## config.mk

```make
export PLATFORM = sky130hd
export DESIGN_NAME = fnd_top
export DESIGN_NICKNAME = d
export VERILOG_FILES = /design/src/rtl/fnd_pkg.sv /design/src/rtl/fnd_split.sv /design/src/rtl/fnd_legal.sv /design/src/rtl/fnd_accum.sv /design/src/rtl/fnd_top.sv
export SDC_FILE = /design/constraint.sdc
export NUM_CORES = 1
export LEC_CHECK = 0
export BUFFER_PORTS_ARGS = -buffer_cell sky130_fd_sc_hd__buf_2
export CAP_MARGIN = 40
export CORE_MARGIN = 5
export CORE_UTILIZATION = 40
export CTS_CLUSTER_SIZE = 10
export DETAILED_ROUTE_END_ITERATION = 7
export PLACE_DENSITY_LB_ADDON = 0.08
export SLEW_MARGIN = 20
export SYNTH_ARGS = -nofsm -noshare
export SYNTH_HDL_FRONTEND = slang
export SYNTH_SLANG_ARGS = --single-unit
```

## constraint.sdc

```tcl
create_clock -name clk -period 9.8 [get_ports clk]
set_input_delay 1.47 -clock clk [delete_from_list [all_inputs] [get_ports clk]]
set_output_delay 1.47 -clock clk [all_outputs]
set_load 0.02 [all_outputs]
```

## src/rtl/fnd_pkg.sv

```systemverilog
package fnd_pkg;

    localparam int NW     = 15;            // integer divide value width
    localparam int FW     = 4;             // numerator / denominator code width
    localparam int P_HI   = 16;            // prescaler base, band_hi = 1
    localparam int P_LO   = 8;             // prescaler base, band_hi = 0
    localparam int LH     = $clog2(P_HI);
    localparam int LL     = $clog2(P_LO);
    localparam int STEP   = 4;             // size of the large modulus step
    localparam int LS     = $clog2(STEP);
    localparam int SW     = LH - LS;       // B sub-count width
    localparam int CW     = NW + 1 - LL;   // C count width (covers N + 1)

    typedef struct packed {
        logic          run;
        logic          err;
        logic          swl;
        logic [CW-1:0] k;
        logic [CW-1:0] c;
        logic [SW-1:0] b;
        logic [LS-1:0] a;
        logic [FW-1:0] acc;
    } dv_state_t;

endpackage

```

## src/rtl/fnd_split.sv

```systemverilog
module fnd_split #(
    parameter int VW = 16,
    parameter int CW = 13,
    parameter int LH = 4,
    parameter int LL = 3,
    parameter int LS = 2
) (
    input  logic          band_hi,
    input  logic [VW-1:0] val,
    output logic [CW-1:0] c_cnt,
    output logic [LH-LS-1:0] b_cnt,
    output logic [LS-1:0] a_cnt
);
    logic [LH-1:0] rem;

    always_comb begin
        if (band_hi) begin
            c_cnt = CW'(val >> LH);
            rem   = val[LH-1:0];
        end else begin
            c_cnt = CW'(val >> LL);
            rem   = LH'(val[LL-1:0]);
        end
        b_cnt = rem[LH-1:LS];
        a_cnt = rem[LS-1:0];
    end
endmodule

```

## src/rtl/fnd_legal.sv

```systemverilog
module fnd_legal #(
    parameter int NW = 15,
    parameter int FW = 4,
    parameter int CW = 13,
    parameter int SW = 2,
    parameter int LS = 2
) (
    input  logic          band_hi,
    input  logic [NW-1:0] n_word,
    input  logic [FW-1:0] frac_num,
    input  logic [FW-1:0] den_code,
    input  logic [CW-1:0] c_cnt,
    input  logic [SW-1:0] b_cnt,
    input  logic [LS-1:0] a_cnt,
    output logic          ok,
    output logic [FW:0]   den_val
);
    localparam int HALF = 1 << (FW - 1);
    localparam int MW   = (SW > LS) ? SW : LS;

    logic          code_ok;
    logic [MW-1:0] mx;
    logic [CW-1:0] need;
    logic          range_ok;

    always_comb begin
        if (den_code == '0) begin
            den_val = (FW+1)'(1 << FW);
            code_ok = 1'b1;
        end else begin
            den_val = {1'b0, den_code};
            code_ok = (int'(den_code) > HALF);
        end
        mx       = (MW'(b_cnt) > MW'(a_cnt)) ? MW'(b_cnt) : MW'(a_cnt);
        need     = CW'(mx) + CW'(2);
        range_ok = band_hi || !n_word[NW-1];
        ok       = code_ok && ({1'b0, frac_num} < den_val) &&
                   (c_cnt >= need) && range_ok;
    end
endmodule

```

## src/rtl/fnd_accum.sv

```systemverilog
module fnd_accum #(
    parameter int FW = 4
) (
    input  logic [FW-1:0] acc,
    input  logic [FW-1:0] frac_num,
    input  logic [FW:0]   den_val,
    output logic [FW-1:0] acc_nxt,
    output logic          ovf
);
    logic [FW:0] sum;

    always_comb begin
        sum     = {1'b0, acc} + {1'b0, frac_num};
        ovf     = (sum >= den_val);
        acc_nxt = ovf ? FW'(sum - den_val) : FW'(sum);
    end
endmodule

```

## src/rtl/fnd_top.sv

```systemverilog
module fnd_top
    import fnd_pkg::*;
(
    input  logic          clk,
    input  logic          rst,
    input  logic          band_hi,
    input  logic [NW-1:0] n_word,
    input  logic [FW-1:0] frac_num,
    input  logic [FW-1:0] den_code,
    output logic          mod_p1,
    output logic          mod_p4,
    output logic          div_out,
    output logic          swallow,
    output logic          cfg_err
);
    dv_state_t     st_d, st_q;

    logic [CW-1:0] c_plain, c_eff;
    logic [SW-1:0] b_plain, b_eff;
    logic [LS-1:0] a_plain, a_eff;
    logic          cfg_ok;
    logic [FW:0]   den_val;
    logic [FW-1:0] acc_nxt;
    logic          ovf;
    logic [NW:0]   n_eff;
    logic          last_cyc;
    logic          run_w;

    // sub-counts of the programmed value, used for the legality rule
    fnd_split #(.VW(NW+1), .CW(CW), .LH(LH), .LL(LL), .LS(LS)) u_split_plain (
        .band_hi (band_hi),
        .val     ({1'b0, n_word}),
        .c_cnt   (c_plain),
        .b_cnt   (b_plain),
        .a_cnt   (a_plain)
    );

    fnd_legal #(.NW(NW), .FW(FW), .CW(CW), .SW(SW), .LS(LS)) u_legal (
        .band_hi  (band_hi),
        .n_word   (n_word),
        .frac_num (frac_num),
        .den_code (den_code),
        .c_cnt    (c_plain),
        .b_cnt    (b_plain),
        .a_cnt    (a_plain),
        .ok       (cfg_ok),
        .den_val  (den_val)
    );

    fnd_accum #(.FW(FW)) u_accum (
        .acc      (st_q.acc),
        .frac_num (frac_num),
        .den_val  (den_val),
        .acc_nxt  (acc_nxt),
        .ovf      (ovf)
    );

    // value actually divided next: N, or N + 1 on an accumulator wrap
    assign n_eff = {1'b0, n_word} + (NW+1)'(ovf);

    fnd_split #(.VW(NW+1), .CW(CW), .LH(LH), .LL(LL), .LS(LS)) u_split_eff (
        .band_hi (band_hi),
        .val     (n_eff),
        .c_cnt   (c_eff),
        .b_cnt   (b_eff),
        .a_cnt   (a_eff)
    );

    assign last_cyc = st_q.run && (st_q.k == st_q.c - CW'(1));

    always_comb begin
        st_d = st_q;
        if (!st_q.run || last_cyc) begin
            // division boundary (or idle): sample settings
            st_d.k = '0;
            if (cfg_ok) begin
                st_d.run = 1'b1;
                st_d.err = 1'b0;
                st_d.c   = c_eff;
                st_d.b   = b_eff;
                st_d.a   = a_eff;
                st_d.acc = acc_nxt;
                st_d.swl = ovf;
            end else begin
                st_d.run = 1'b0;
                st_d.err = 1'b1;
                st_d.swl = 1'b0;
            end
        end else begin
            st_d.k = st_q.k + CW'(1);
        end
    end

    always_ff @(posedge clk) begin
        if (rst) st_q <= '0;
        else     st_q <= st_d;
    end

    assign mod_p1  = st_q.run && (st_q.k < CW'(st_q.a));
    assign mod_p4  = st_q.run && (st_q.k < CW'(st_q.b));
    assign div_out = last_cyc;
    assign swallow = st_q.swl;
    assign cfg_err = st_q.err;
    assign run_w   = st_q.run;

endmodule

```

==> results.py <==
metrics = {
    "status": {
        "run_status": "finished, final reports clean",
    },
    "synthesis": {
        "yosys.area.top_type": "dfxtp_1",
        "synth_top_cell_area_share_pct": 21.75,
        "synth_warnings": 0,
        "ys_seq_area_share_pct": 21.75,
        "synthCells": 442,
        "synth_edf_count": 0,
        "synth-main-ff-cell": "dfxtp_1",
        "synth_nets": 494,
        "syn-cell-area_sq_um": 3406,
        "synthTopCellsByArea": "dfxtp_1 22%, ha_1 8.8%, mux2i_1 5.6%",
        "syn_area_per_cell_sq_um": 7.705,
        "synthArstFlopShare_pct": 0,
        "synth_seq_cells": 37,
        "post_synth_num_cell_types": 65,
    },
    "pwr": {
        "comb_power_share_pct": 42.2,
        "p_switching_mw": 0.1873,
        "clkPwrFrac_pct": 23.0,
        "intPower_mw": 0.3083,
        "ir_worst_vdd_v": 0.00009631,
        "total_power_mw": 0.4956,
        "power_leakage_nw": 1.561,
        "p_per_area_nw_per_um2": 134.3,
        "p_seq_share_pct": 34.7,
        "swShare_pct": 37.79,
    },
    "placed_design": {
        "routabilityCongestion": 0.8224,
        "dp_slack_ps": 4528,
        "dp_hpwl_microns": 6649,
        "place_area_sq_um": 3593,
        "numPortBuffers": 30,
    },
    "routing": {
        "drt_iter0_drc": 138,
        "drcViolationCount": 0,
        "wl_per_cell_microns": 15.34,
        "routed_wirelength_microns": 8573,
        "vias": 3190,
        "via_per_inst": 5.707,
        "first_pass_iters": 4,
        "antenna_left": 0,
    },
    "sta": {
        "layout_setup_ws_ps": 4766,
        "period_needed_ps": 5034,
        "max_freq_mhz": 198.7,
        "fin_skew_ps": 9.130,
        "fin_tns_setup_ps": 0,
        "drv_slew": 0,
        "hold_violations": 0,
        "relSlewSlack_pct": 55.93,
        "rsz0062_at_grt": "false",
        "setup_viol": 0,
        "worst_pin_slew_ps": 661.1,
        "finalCritPeriodShare_pct": 51.36,
    },
    "die": {
        "start_util_pct": 41.24,
        "core_area_sq_um": 8258,
        "design.die.area_sq_um": 10460,
        "die_w_microns": 102.3,
        "io_pins": 31,
        "fp.dieH_microns": 102.3,
        "rows": 33,
    },
    "grt": {
        "grt_antenna_before_repair": 0,
        "grt_pass1_wl_microns": 14370,
        "grt-ovfl-total": 0,
        "grt_max_degree": 40,
        "track_usage_pct": 17.05,
        "grt_pass1_vias": 2914,
    },
    "final_layout": {
        "drive_gt1_share_pct": 11.45,
        "final_cell_mix": "50 x nand2_1, 37 x nor2_1, 37 x dfxtp_1",
        "final_area_sq_um": 3690,
        "layout_commonest_cell": "nand2_1",
        "syn2layout_area_growth_pct": 8.340,
        "nets": 505,
        "num_antenna_cells": 0,
    },
    "cts": {
        "cts_num_sinks": 37,
        "post_cts_buffers": 0,
        "cts-root-buf": "clkbuf_8",
        "hold_buffers": 0,
        "h-tree-depth": 2,
        "insertion_delay_ps": 290,
        "clock_path_buffers": 2,
        "clkSlewWorstSetupHoldPaths_ps": 80,
        "postCtsResizedCells": 0,
        "cts_buffers": 5,
        "cts_tree": "yes",
    },
    "setup_path": {
        "worstPathRequired_ps": 10040,
        "critPathMaxFanout": 11,
        "crit_path_end_kind": "register",
        "critical_path_arrival_ps": 5270,
        "start_kind": "input port",
        "worstSetupPathType": "in -> reg",
    },
    "job": {
        "drv_cap": 0,
    },
    "hold_path": {
        "hold_class": "reg -> reg",
    },
}
per-stage QoR:
stage	util (%)	hold WS, ps	cells
after floorplan	-	433.5	442
after global placement	43.33	449.5	550
after detailed placement	43.52	457.7	551
after CTS	44.68	468.8	559
after global routing	44.68	485.3	559
final	44.68	464.9	559
layer usage:
| metal | part of all wire [%] | GRT usage (%) | vias to the layer above |
|---|---|---|---|
| met5 | 0 | 0 | - |
| met4 | 1.3 | 4.743 | 0 |
| met3 | 3.7 | 2.116 | 9 |
| met2 | 47 | 27.54 | 73 |
| met1 | 48 | 23.90 | 1493 |
| li1 | - | - | 1615 |
registers in the layout, summed over array words and instances, names as in the netlist:
signal   cells
run_w        1
st_q        34
swallow      1
cfg_err      1
worst max-delay path, stage by stage:
cell,delay [ps]
buf_2,90
ha_1,160
inv_1,50
fa_1,520
inv_1,70
ha_1,290
nor2b_1,130
o21ai_0,140
a31oi_1,560
ha_1,280
ha_1,400
nand2_1,350
o21ai_0,250
o31ai_1,100
nor3_1,220
mux2_4,180
cells in the mapped netlist, types with 5 or more instances:
master	count
nand2_1	50
dfxtp_1	37
nor2_1	37
inv_1	27
ha_1	24
clkbuf_1	23
xnor2_1	20
mux2i_1	19
nand3_1	17
o21ai_0	16
a21oi_1	13
xor2_1	13
nor2b_1	11
nor3_1	11
a31oi_1	10
a211oi_1	9
nand4_1	7
and3_1	6
nor4_1	6
nand2b_1	5
power groups by stage:
| stage | Sequential [mW] | Combinational, mW | Clock [mW] |
|---|---|---|---|
| floorplan | 0.173 | 0.162 | 0 |
| global placement | 0.175 | 0.206 | 0 |
| detailed placement | 0.175 | 0.207 | 0 |
| CTS | 0.172 | 0.209 | 0.117 |
| global route | 0.174 | 0.235 | 0.125 |
| finish | 0.172 | 0.209 | 0.114 |
final timing paths:
kind	slack (ps)	from	end	cells after the start
setup / recovery	4770	frac_num[0]	st_q[18]	16
hold / removal	460	st_q[7]	st_q[7]	2
setup reg to reg	5680	st_q[0]	st_q[18]	15
hold reg to reg	460	st_q[7]	st_q[7]	2
cell type report:
cell class,count,area [sq um]
Fill cell,855,4568
Multi-Input combinational cell,349,2444
Clock buffer,6,82.58
Tap cell,105,131.4
Timing Repair Buffer,32,172.7
Inverter,28,105.1
Clock inverter,2,13.76
Sequential cell,37,740.7
logic make-up after synthesis:
group	Yosys count	share of synthesized area [%]
and+or+nand+nor	174	26.16
AOI/OAI and AO/OA	91	19.21
buffers and inverters	56	6.502
DFF	37	21.75
xor gates and xnor gates	33	8.486
adders and majority gates	26	9.993
muxes	25	7.898
Note: power is estimated with default switching activity, not from simulation.
